<file path="config.mk">
export PLATFORM = sky130hd
export DESIGN_NAME = vcp_cmd_port
export DESIGN_NICKNAME = d
export VERILOG_FILES = /design/src/rtl/vcp_pkg.sv /design/src/rtl/vcp_ctrl.sv /design/src/rtl/vcp_regs.sv /design/src/rtl/vcp_cmd_port.sv
export SDC_FILE = /design/constraint.sdc
export NUM_CORES = 1
export LEC_CHECK = 0
export BUFFER_PORTS_ARGS = -buffer_cell sky130_fd_sc_hd__buf_2
export CAP_MARGIN = 20
export CORE_MARGIN = 2
export CORE_UTILIZATION = 35
export DETAILED_ROUTE_END_ITERATION = 6
export GPL_TIMING_DRIVEN = 0
export SYNTH_ARGS = -nofsm -noshare
export SYNTH_HDL_FRONTEND = slang
export SYNTH_SLANG_ARGS = --single-unit
</file>
<file path="constraint.sdc">
create_clock -name clk -period 2.8 [get_ports clk]
set_input_delay 0.56 -clock clk [delete_from_list [all_inputs] [get_ports clk]]
set_output_delay 0.56 -clock clk [all_outputs]
set_load 0.02 [all_outputs]
</file>
<file path="src/rtl/vcp_pkg.sv">
package vcp_pkg;
  localparam int WORD_W = 16;
  localparam int IDX_W  = 5;
  localparam int VAL_W  = 8;
  localparam int CODE_W = 6;
  localparam int SRC_W  = 24;
  localparam int LEN_W  = 16;
  localparam int BASE_W = 16;
  localparam int NUM_BASES = 4;

  localparam logic [IDX_W-1:0] IDX_PLANE_A  = 5'd2;
  localparam logic [IDX_W-1:0] IDX_PLANE_B  = 5'd4;
  localparam logic [IDX_W-1:0] IDX_SPRITE   = 5'd5;
  localparam logic [IDX_W-1:0] IDX_HSCROLL  = 5'd13;
  localparam logic [IDX_W-1:0] IDX_AUTOINC  = 5'd15;
  localparam logic [IDX_W-1:0] IDX_PLANESZ  = 5'd16;
  localparam logic [IDX_W-1:0] IDX_LEN_LO   = 5'd19;
  localparam logic [IDX_W-1:0] IDX_LEN_HI   = 5'd20;
  localparam logic [IDX_W-1:0] IDX_SRC_LO   = 5'd21;
  localparam logic [IDX_W-1:0] IDX_SRC_MID  = 5'd22;
  localparam logic [IDX_W-1:0] IDX_SRC_HI   = 5'd23;

  typedef enum logic [1:0] {
    TGT_VRAM  = 2'd0,
    TGT_CRAM  = 2'd1,
    TGT_VSRAM = 2'd2
  } tgt_e;

  typedef enum logic [1:0] {
    XFER_NONE = 2'd0,
    XFER_BUS  = 2'd1,
    XFER_COPY = 2'd2
  } xfer_e;

  typedef struct packed {
    logic regWr;
    logic firstHalf;
    logic secondHalf;
  } strobe_t;

  function automatic logic [7:0] decodeCells(input logic [1:0] field);
    case (field)
      2'b00:   decodeCells = 8'd32;
      2'b01:   decodeCells = 8'd64;
      2'b11:   decodeCells = 8'd128;
      default: decodeCells = 8'd0;
    endcase
  endfunction
endpackage

</file>
<file path="src/rtl/vcp_ctrl.sv">
module vcp_ctrl
  import vcp_pkg::*;
(
  input  logic        clk,
  input  logic        rst,
  input  logic        wrEn,
  input  logic [1:0]  topBits,
  input  logic [1:0]  codeHi,
  input  logic        srcHiFlag,
  output strobe_t     strobe,
  output logic        halfPending,
  output logic        startReq,
  output logic [1:0]  startMode
);
  logic isReg;
  logic pendingQ;

  always_comb begin
    isReg             = (topBits == 2'b10);
    strobe.regWr      = wrEn && isReg;
    strobe.firstHalf  = wrEn && !isReg && !pendingQ;
    strobe.secondHalf = wrEn && !isReg && pendingQ;
  end

  always_ff @(posedge clk) begin
    if (rst) begin
      pendingQ  <= 1'b0;
      startReq  <= 1'b0;
      startMode <= XFER_NONE;
    end else begin
      if (strobe.firstHalf)       pendingQ <= 1'b1;
      else if (strobe.secondHalf) pendingQ <= 1'b0;

      startReq  <= 1'b0;
      startMode <= XFER_NONE;
      if (strobe.secondHalf && codeHi[1]) begin
        if (codeHi[0]) begin
          startReq  <= 1'b1;
          startMode <= XFER_COPY;
        end else if (!srcHiFlag) begin
          startReq  <= 1'b1;
          startMode <= XFER_BUS;
        end
      end
    end
  end

  assign halfPending = pendingQ;
endmodule

</file>
<file path="src/rtl/vcp_regs.sv">
module vcp_regs
  import vcp_pkg::*;
(
  input  logic                clk,
  input  logic                rst,
  input  strobe_t             strobe,
  input  logic [WORD_W-1:0]   wrData,
  input  logic                remainDec,
  output logic                srcHiFlag,
  output logic [CODE_W-1:0]   accessCode,
  output logic [WORD_W-1:0]   destAddr,
  output logic [1:0]          targetSel,
  output logic [SRC_W-1:0]    srcAddr,
  output logic [LEN_W-1:0]    xferLen,
  output logic [LEN_W-1:0]    remainCount,
  output logic [VAL_W-1:0]    autoInc,
  output logic [BASE_W-1:0]   planeABase,
  output logic [BASE_W-1:0]   planeBBase,
  output logic [BASE_W-1:0]   spriteBase,
  output logic [BASE_W-1:0]   hscrollBase,
  output logic [7:0]          scrollW,
  output logic [7:0]          scrollH,
  output logic                scrollSizeBad
);
  localparam int HI_KEEP = SRC_W - 17;

  logic [IDX_W-1:0]  regIdx;
  logic [VAL_W-1:0]  regVal;
  logic [WORD_W-1:0] firstWord;
  logic [VAL_W-1:0]  srcLo, srcMid, srcHi;
  logic [VAL_W-1:0]  lenLo, lenHi;
  logic [VAL_W-1:0]  sizeReg;
  logic [VAL_W-1:0]  incReg;
  logic [VAL_W-1:0]  baseReg [NUM_BASES];
  logic [BASE_W-1:0] baseOut [NUM_BASES];
  logic [HI_KEEP-1:0] srcHiMasked;
  logic              lenWrite;

  assign regIdx   = wrData[12:8];
  assign regVal   = wrData[VAL_W-1:0];
  assign lenWrite = strobe.regWr && (regIdx == IDX_LEN_LO || regIdx == IDX_LEN_HI);

  // command assembly
  always_ff @(posedge clk) begin
    if (rst) begin
      firstWord  <= '0;
      accessCode <= '0;
      destAddr   <= '0;
    end else begin
      if (strobe.firstHalf) firstWord <= wrData;
      if (strobe.secondHalf) begin
        accessCode <= {wrData[7:4], firstWord[15:14]};
        destAddr   <= {wrData[1:0], firstWord[13:0]};
      end
    end
  end

  always_comb begin
    case (accessCode & 6'h0E)
      6'h00:   targetSel = TGT_VRAM;
      6'h04:   targetSel = TGT_VSRAM;
      default: targetSel = TGT_CRAM;
    endcase
  end

  // register file
  always_ff @(posedge clk) begin
    if (rst) begin
      srcLo   <= '0;
      srcMid  <= '0;
      srcHi   <= '0;
      lenLo   <= '0;
      lenHi   <= '0;
      sizeReg <= '0;
      incReg  <= '0;
      for (int i = 0; i < NUM_BASES; i++) baseReg[i] <= '0;
    end else if (strobe.regWr) begin
      case (regIdx)
        IDX_PLANE_A: baseReg[0] <= regVal;
        IDX_PLANE_B: baseReg[1] <= regVal;
        IDX_SPRITE:  baseReg[2] <= regVal;
        IDX_HSCROLL: baseReg[3] <= regVal;
        IDX_AUTOINC: incReg     <= regVal;
        IDX_PLANESZ: sizeReg    <= regVal;
        IDX_LEN_LO:  lenLo      <= regVal;
        IDX_LEN_HI:  lenHi      <= regVal;
        IDX_SRC_LO:  srcLo      <= regVal;
        IDX_SRC_MID: srcMid     <= regVal;
        IDX_SRC_HI:  srcHi      <= regVal;
        default: ;
      endcase
    end
  end

  // remaining count, reloaded by either length half
  always_ff @(posedge clk) begin
    if (rst) begin
      remainCount <= '0;
    end else if (lenWrite) begin
      remainCount <= (regIdx == IDX_LEN_LO) ? {lenHi, regVal} : {regVal, lenLo};
    end else if (remainDec && remainCount != '0) begin
      remainCount <= remainCount - 1'b1;
    end
  end

  // table bases: shift amounts per slot
  generate
    for (genvar g = 0; g < NUM_BASES; g++) begin : gBase
      localparam int SHIFT = (g == 0) ? 10 : (g == 1) ? 13 : (g == 2) ? 9 : 10;
      logic [BASE_W+VAL_W-1:0] wide;
      assign wide       = {{BASE_W{1'b0}}, baseReg[g]} << SHIFT;
      assign baseOut[g] = wide[BASE_W-1:0];
    end
  endgenerate

  assign planeABase  = baseOut[0];
  assign planeBBase  = baseOut[1];
  assign spriteBase  = baseOut[2];
  assign hscrollBase = baseOut[3];

  assign srcHiMasked = srcHi[7] ? {1'b0, srcHi[5:0]} : srcHi[6:0];
  assign srcAddr     = {srcHiMasked, srcMid, srcLo, 1'b0};
  assign srcHiFlag   = srcHi[7];
  assign xferLen     = {lenHi, lenLo};
  assign autoInc     = incReg;

  assign scrollW       = decodeCells(sizeReg[1:0]);
  assign scrollH       = decodeCells(sizeReg[5:4]);
  assign scrollSizeBad = (sizeReg[1:0] == 2'b10) || (sizeReg[5:4] == 2'b10);
endmodule

</file>
<file path="src/rtl/vcp_cmd_port.sv">
module vcp_cmd_port
  import vcp_pkg::*;
(
  input  logic        clk,
  input  logic        rst,
  input  logic        wrEn,
  input  logic [15:0] wrData,
  input  logic        remainDec,
  output logic        halfPending,
  output logic [5:0]  accessCode,
  output logic [15:0] destAddr,
  output logic [1:0]  targetSel,
  output logic        startReq,
  output logic [1:0]  startMode,
  output logic [23:0] srcAddr,
  output logic [15:0] xferLen,
  output logic [15:0] remainCount,
  output logic [7:0]  autoInc,
  output logic [15:0] planeABase,
  output logic [15:0] planeBBase,
  output logic [15:0] spriteBase,
  output logic [15:0] hscrollBase,
  output logic [7:0]  scrollW,
  output logic [7:0]  scrollH,
  output logic        scrollSizeBad
);
  strobe_t strobe;
  logic    srcHiFlag;

  vcp_ctrl u_ctrl (
    .clk        (clk),
    .rst        (rst),
    .wrEn       (wrEn),
    .topBits    (wrData[15:14]),
    .codeHi     (wrData[7:6]),
    .srcHiFlag  (srcHiFlag),
    .strobe     (strobe),
    .halfPending(halfPending),
    .startReq   (startReq),
    .startMode  (startMode)
  );

  vcp_regs u_regs (
    .clk          (clk),
    .rst          (rst),
    .strobe       (strobe),
    .wrData       (wrData),
    .remainDec    (remainDec),
    .srcHiFlag    (srcHiFlag),
    .accessCode   (accessCode),
    .destAddr     (destAddr),
    .targetSel    (targetSel),
    .srcAddr      (srcAddr),
    .xferLen      (xferLen),
    .remainCount  (remainCount),
    .autoInc      (autoInc),
    .planeABase   (planeABase),
    .planeBBase   (planeBBase),
    .spriteBase   (spriteBase),
    .hscrollBase  (hscrollBase),
    .scrollW      (scrollW),
    .scrollH      (scrollH),
    .scrollSizeBad(scrollSizeBad)
  );
endmodule

</file>
After elaboration in Yosys (flattened, before gate mapping). Memories as Yosys holds them, arrays and structs flattened. Cells that the tools add are included.

Output and inout port bits: 173. Memories: 1. Flip-flop bits (word level): 112. Logic and storage cells: 102. Input port bits: 20. Bits in writable memories: 32.

Memories: u_regs.baseReg (words 4, width 8, read ports 4, clocked after memory_dff 0, wr ports 4, line vcp_regs.sv:34) `logic [VAL_W-1:0] baseReg [NUM_BASES];`.

Add/subtract/negate cells: 1. Equality and inequality tests: 19. Reductions and logical operators: 26. Muxes and demuxes: 35. Bitwise gates (word level): 5.

Operators with widths (number): two-way mux 16 bit (3); one-hot mux 8 bit (3 select lines) (2); two-way mux 8 bit (4); == test 5 bit (second input constant) (6); two-way mux 1 bit (23); nonzero test 16 bit (1); subtractor 16 x 1 -> 16 bit (second input constant) (1); AND reduction 2 bit (7); == test 2 bit (second input constant) (5); == test 5 x 3 -> 1 bit (second input constant) (2); == test 5 x 4 -> 1 bit (second input constant) (2); logical AND 1 bit (7); two-way mux 7 bit (1); logical NOT 6 bit (1); == test 5 x 2 -> 1 bit (second input constant) (1); == test 2 x 1 -> 1 bit (second input constant) (2); logical NOT 2 bit (2); bitwise OR 1 bit (4); one-hot mux 2 bit (2 select lines) (1); nonzero test 2 bit (2); == test 3 x 2 -> 1 bit (second input constant) (1); OR reduction 3 bit (1); logical NOT 1 bit (2); logical OR 1 bit (2); other kinds (3) (3).

Logic depth before layout (Yosys ltp).
Depth after elaboration: 7. Depth in mapped cells: 7. Mapped depth without buffers: 6.

Hierarchy. A second synthesis with hierarchy kept.

Cells, all modules: 622. Area total of the unflattened synthesis: 6004.5 um2.

Modules (own cells, without submodules): vcp_regs (cells each 603, area each 5831.8 um2, times used 1); vcp_ctrl (cells each 19, area each 172.7 um2, times used 1).

Least setup slack after synthesis. Ideal clock, no wire load.

Kind: input -> register. Start point: input wrData[10]. End point: memory u_regs.baseReg[2][0], enable pin. Data required time: 2.419 ns. Setup time: 0.381 ns. Arrival time: 1.977 ns. Stages: 4. Slack: 0.443 ns. Cell sequence: buf_2 -> nand4b_1 -> or3_1 -> o21ai_0.

RTL lines: start, declared (line vcp_cmd_port.sv:7) `input logic [15:0] wrData,`; end, declared (line vcp_regs.sv:34).

Worst setup path after layout.
Start point: register u_regs.remainCount[0]. End point: register u_regs.remainCount[8].

Word-level cells in the longest chain between the ends: 3.

RTL lines: start, declared (line vcp_regs.sv:15) `output logic [LEN_W-1:0] remainCount,`; start signal, assigned (line vcp_regs.sv:100) `remainCount <= (regIdx == IDX_LEN_LO) ? {lenHi, regVal} : {regVal, lenLo};`; start signal, assigned (line vcp_regs.sv:102) `remainCount <= remainCount - 1'b1;`; subtractor 16 x 1 -> 16 bit / nonzero test 16 bit (equally long branches) (line vcp_regs.sv:102, vcp_regs.sv:101); two-way mux 16 bit / logical AND 1 bit (equally long branches) (line vcp_regs.sv:101) `end else if (remainDec && remainCount != '0) begin`; two-way mux 16 bit / nonzero test 2 bit (equally long branches).

Several ways; a longest one is shown, not always the timed one. The select of a mux whose other input is x is not followed. A chain may end at the register's enable or synchronous reset.

==> results.tsv <==
metric	value	unit
status	complete, no violations	
min cycle time layout	2380	ps
final count of pins violating max slew	0	
Worst Hold Launch	wrData[13]	
number of remaining DRC errors	0	
Vias per Instance	4.69	
Port Buffer Count	138	
crit path capture type	flip-flop	
hpwl dp	12.2	mm
PD cells	739	mW/mm²
layout cells sized above 1	0.282	
routed len/inst	15.4	µm
vias in the first global route	4558	
Synth Register Bits	132	
fin cells	1095	
Cell Chain, Critical Path	inv_1 > ha_1 > nor4bb_1 > nand2_1 > or4_2 > a311oi_1	
Worst EP required	3120	ps
Post-Syn Area	0.00597	mm²
max incr delay on CP	650	ps
setup TNS	0	ps
commonest register cell after synthesis	dfxtp_1	
die footprint	0.0181	mm²
Bufs and invs on worst path	1	
placed cell count	1063	
type of the tightest min-delay check	in2reg	
dominant cell type by area after synthesis	dfxtp_1	
clock slew at reported path FFs	60	ps
CP max-delay cell	or4_2	
via count	5136	
largest fanout on the critical path	6	
Post-synth EDFFs	22	
most frequent cell after synthesis	dfxtp_1	
core region area	0.0166	mm²
Max-Cap Viols	0	
Die X	135	µm
Global Route Usage Sum	0.183	
WS Path Type	reg2reg	
Post-synth ARST share	0	
CTS buffer count	17	
initial core utilization	0.359	
CP Launch Point	u_regs.remainCount[0]	
Peak VDD IR	0.428	mV
Layout area overhead	30.3	%
die height	135	µm
skew final	6.82	ps
DRT iter0 DRCs	343	
Slew headroom	0.331	
Final #Nets	883	
FF-to-FF setup slack	420	ps
global-route wire length before repair	25.3	mm
hold buffers post-CTS	0	
CP Launch Type	flip-flop	
period utilization	0.851	
Synth cell types	53	
Worst R2R End	u_regs.remainCount[8]	
reg2reg start	u_regs.remainCount[0]	
first-pass detailed-route iteration total	4	
antenna violations before repair	0	
Fillers	1642	
Yosys top cell area share	0.369	
Post-CTS Setup Inserts	0	
worst reg2reg path depth	6	
worst skew pair latency	420	ps
cell count after synthesis	652	
Ys Warns	0	
largest net degree at the start of global routing	17	
Routed Antenna Nets	0	
endpoints failing hold	0	
CTS Root Buffer Type	clkbuf_16	
Post-CTS Resized	0	
critical path arrival	2710	ps
Worst Tran Pin Value	998	ps
drt total wl	16.8	mm
number of I/O pins	193	
diode count	0	
Row Count	47	
Final setup viols	0	
Max clock buf depth	2	
delay-heaviest family, CP	simple AND/OR/NAND/NOR gates	
leading cell types by count after synthesis	dfxtp_1 (110), nand2_1 (87), nor2_1 (61)	
fmax	420	MHz
total gr overflow	0	
register area share after synthesis	0.480	
synth top area cells	dfxtp_1 (37%), edfxtp_1 (11%), mux2i_1 (9.1%)	
H-Tree Depth	4	
Hold Path Stages	3	
routability cong.	0.866	
clock sink count	132	
RSZ-0062 raised after global routing	false	
Final Power	5.74	mW
Lkg Pwr	3.48	nW
syn_area_per_cell	9.15	µm²
Hold EP	u_regs.firstWord[13]	
CTS tree	done	
-- metrics by stage --
| step | hold WS, ps | setup WS (ps) | util | area [µm²] |
|---|---|---|---|---|
| after floorplan | 432 | 443 | - | 6160 |
| after global placement | 441 | 38.6 | 0.428 | 7130 |
| after detailed placement | 445 | 44.0 | 0.429 | 7140 |
| after CTS | 368 | 462 | 0.467 | 7770 |
| after global routing | 383 | 292 | 0.467 | 7770 |
| final | 389 | 417 | 0.467 | 7770 |
-- power by group --
| part | switching, mW | leakage [nW] | total [mW] | internal, mW |
|---|---|---|---|---|
| registers | 0.118 | 1.10 | 2.16 | 2.04 |
| clock network | 0.829 | 0.316 | 2.36 | 1.53 |
| logic | 0.766 | 2.06 | 1.22 | 0.454 |
| total | 1.71 | 3.48 | 5.74 | 4.03 |
-- flip-flops by register name, indices dropped and copies added, names as in the netlist --
signal and cells:
u_ctrl.halfPending 1, u_ctrl.startMode 2, u_ctrl.startReq 1, u_regs.accessCode 6, u_regs.autoInc 8, u_regs.baseReg 22, u_regs.destAddr 16, u_regs.firstWord 16
u_regs.lenHi 8, u_regs.lenLo 8, u_regs.remainCount 16, u_regs.sizeReg 4, u_regs.srcHi 8, u_regs.srcLo 8, u_regs.srcMid 8
-- worst max path at each step --
stage | end | cells past startpoint
5_1_grt | u_regs.remainCount[8] | 6
3_3_place_gp | u_regs.srcMid[7] | 5
3_5_place_dp | u_regs.baseReg[2][2] | 4
2_1_floorplan | u_regs.baseReg[2][0] | 4
6_report | u_regs.remainCount[8] | 6
4_1_cts | u_regs.remainCount[8] | 6
-- per-layer routing --
layer	vias to the layer above	GRT usage	wire length (µm)
met5	-	0	0
met4	0	0.0789	395
met3	26	0.0514	1250
met2	185	0.287	7750
met1	2346	0.237	7440
li1	2579	-	-
-- worst register-to-register path: stages, from the launching register on --
cell      delay (ps)
dfxtp_1          340
inv_1             60
ha_1             250
nor4bb_1         540
nand2_1          180
or4_2            650
a311oi_1         270
-- final cells by class --
| class | count | area (µm²) | area share |
|---|---|---|---|
| plain buffers | 102 | 606 | 0.0779 |
| clock buffers | 21 | 494 | 0.0636 |
| clock inverters | 11 | 144 | 0.0185 |
| inverters | 13 | 48.8 | 0.00628 |
| multi-input cells | 457 | 2650 | 0.340 |
| flip-flops and latches | 132 | 2860 | 0.368 |
| well taps | 220 | 275 | 0.0354 |
| repair buffers | 139 | 698 | 0.0898 |
-- kinds of logic after synthesis --
kind of cell	share of synthesized area
flip-flops	0.480
other	0.000628
multiplexers	0.0906
AND/OR/NAND/NOR	0.210
adder cells (fa/ha/maj)	0.00210
XOR/XNOR	0.00294
buffers and inverters	0.110
AO/OA/AOI/OAI	0.105
-- placed cells by master (no fill, tap or decap), types with 3 or more instances in the layout --
master and n:
a211oi_1 12, a21oi_1 52, a221oi_1 5, a311oi_1 8
and2_1 24, and3_1 9, buf_2 139, buf_4 60
bufinv_16 3, clkbuf_1 41, clkbuf_16 19, clkinv_2 4
conb_1 53, dfxtp_1 110, edfxtp_1 22, inv_1 13
mux2i_1 54, nand2_1 87, nand2b_1 3, nand3_1 4
nand3b_1 3, nand4_1 4, nor2_1 61, nor2b_1 4
nor3_1 8, nor3_2 3, nor4_1 5, nor4b_1 3
o21ai_0 9, o31ai_1 3, or3_1 8, or4_1 5
No activity file was read; power rests on OpenSTA's default activity.
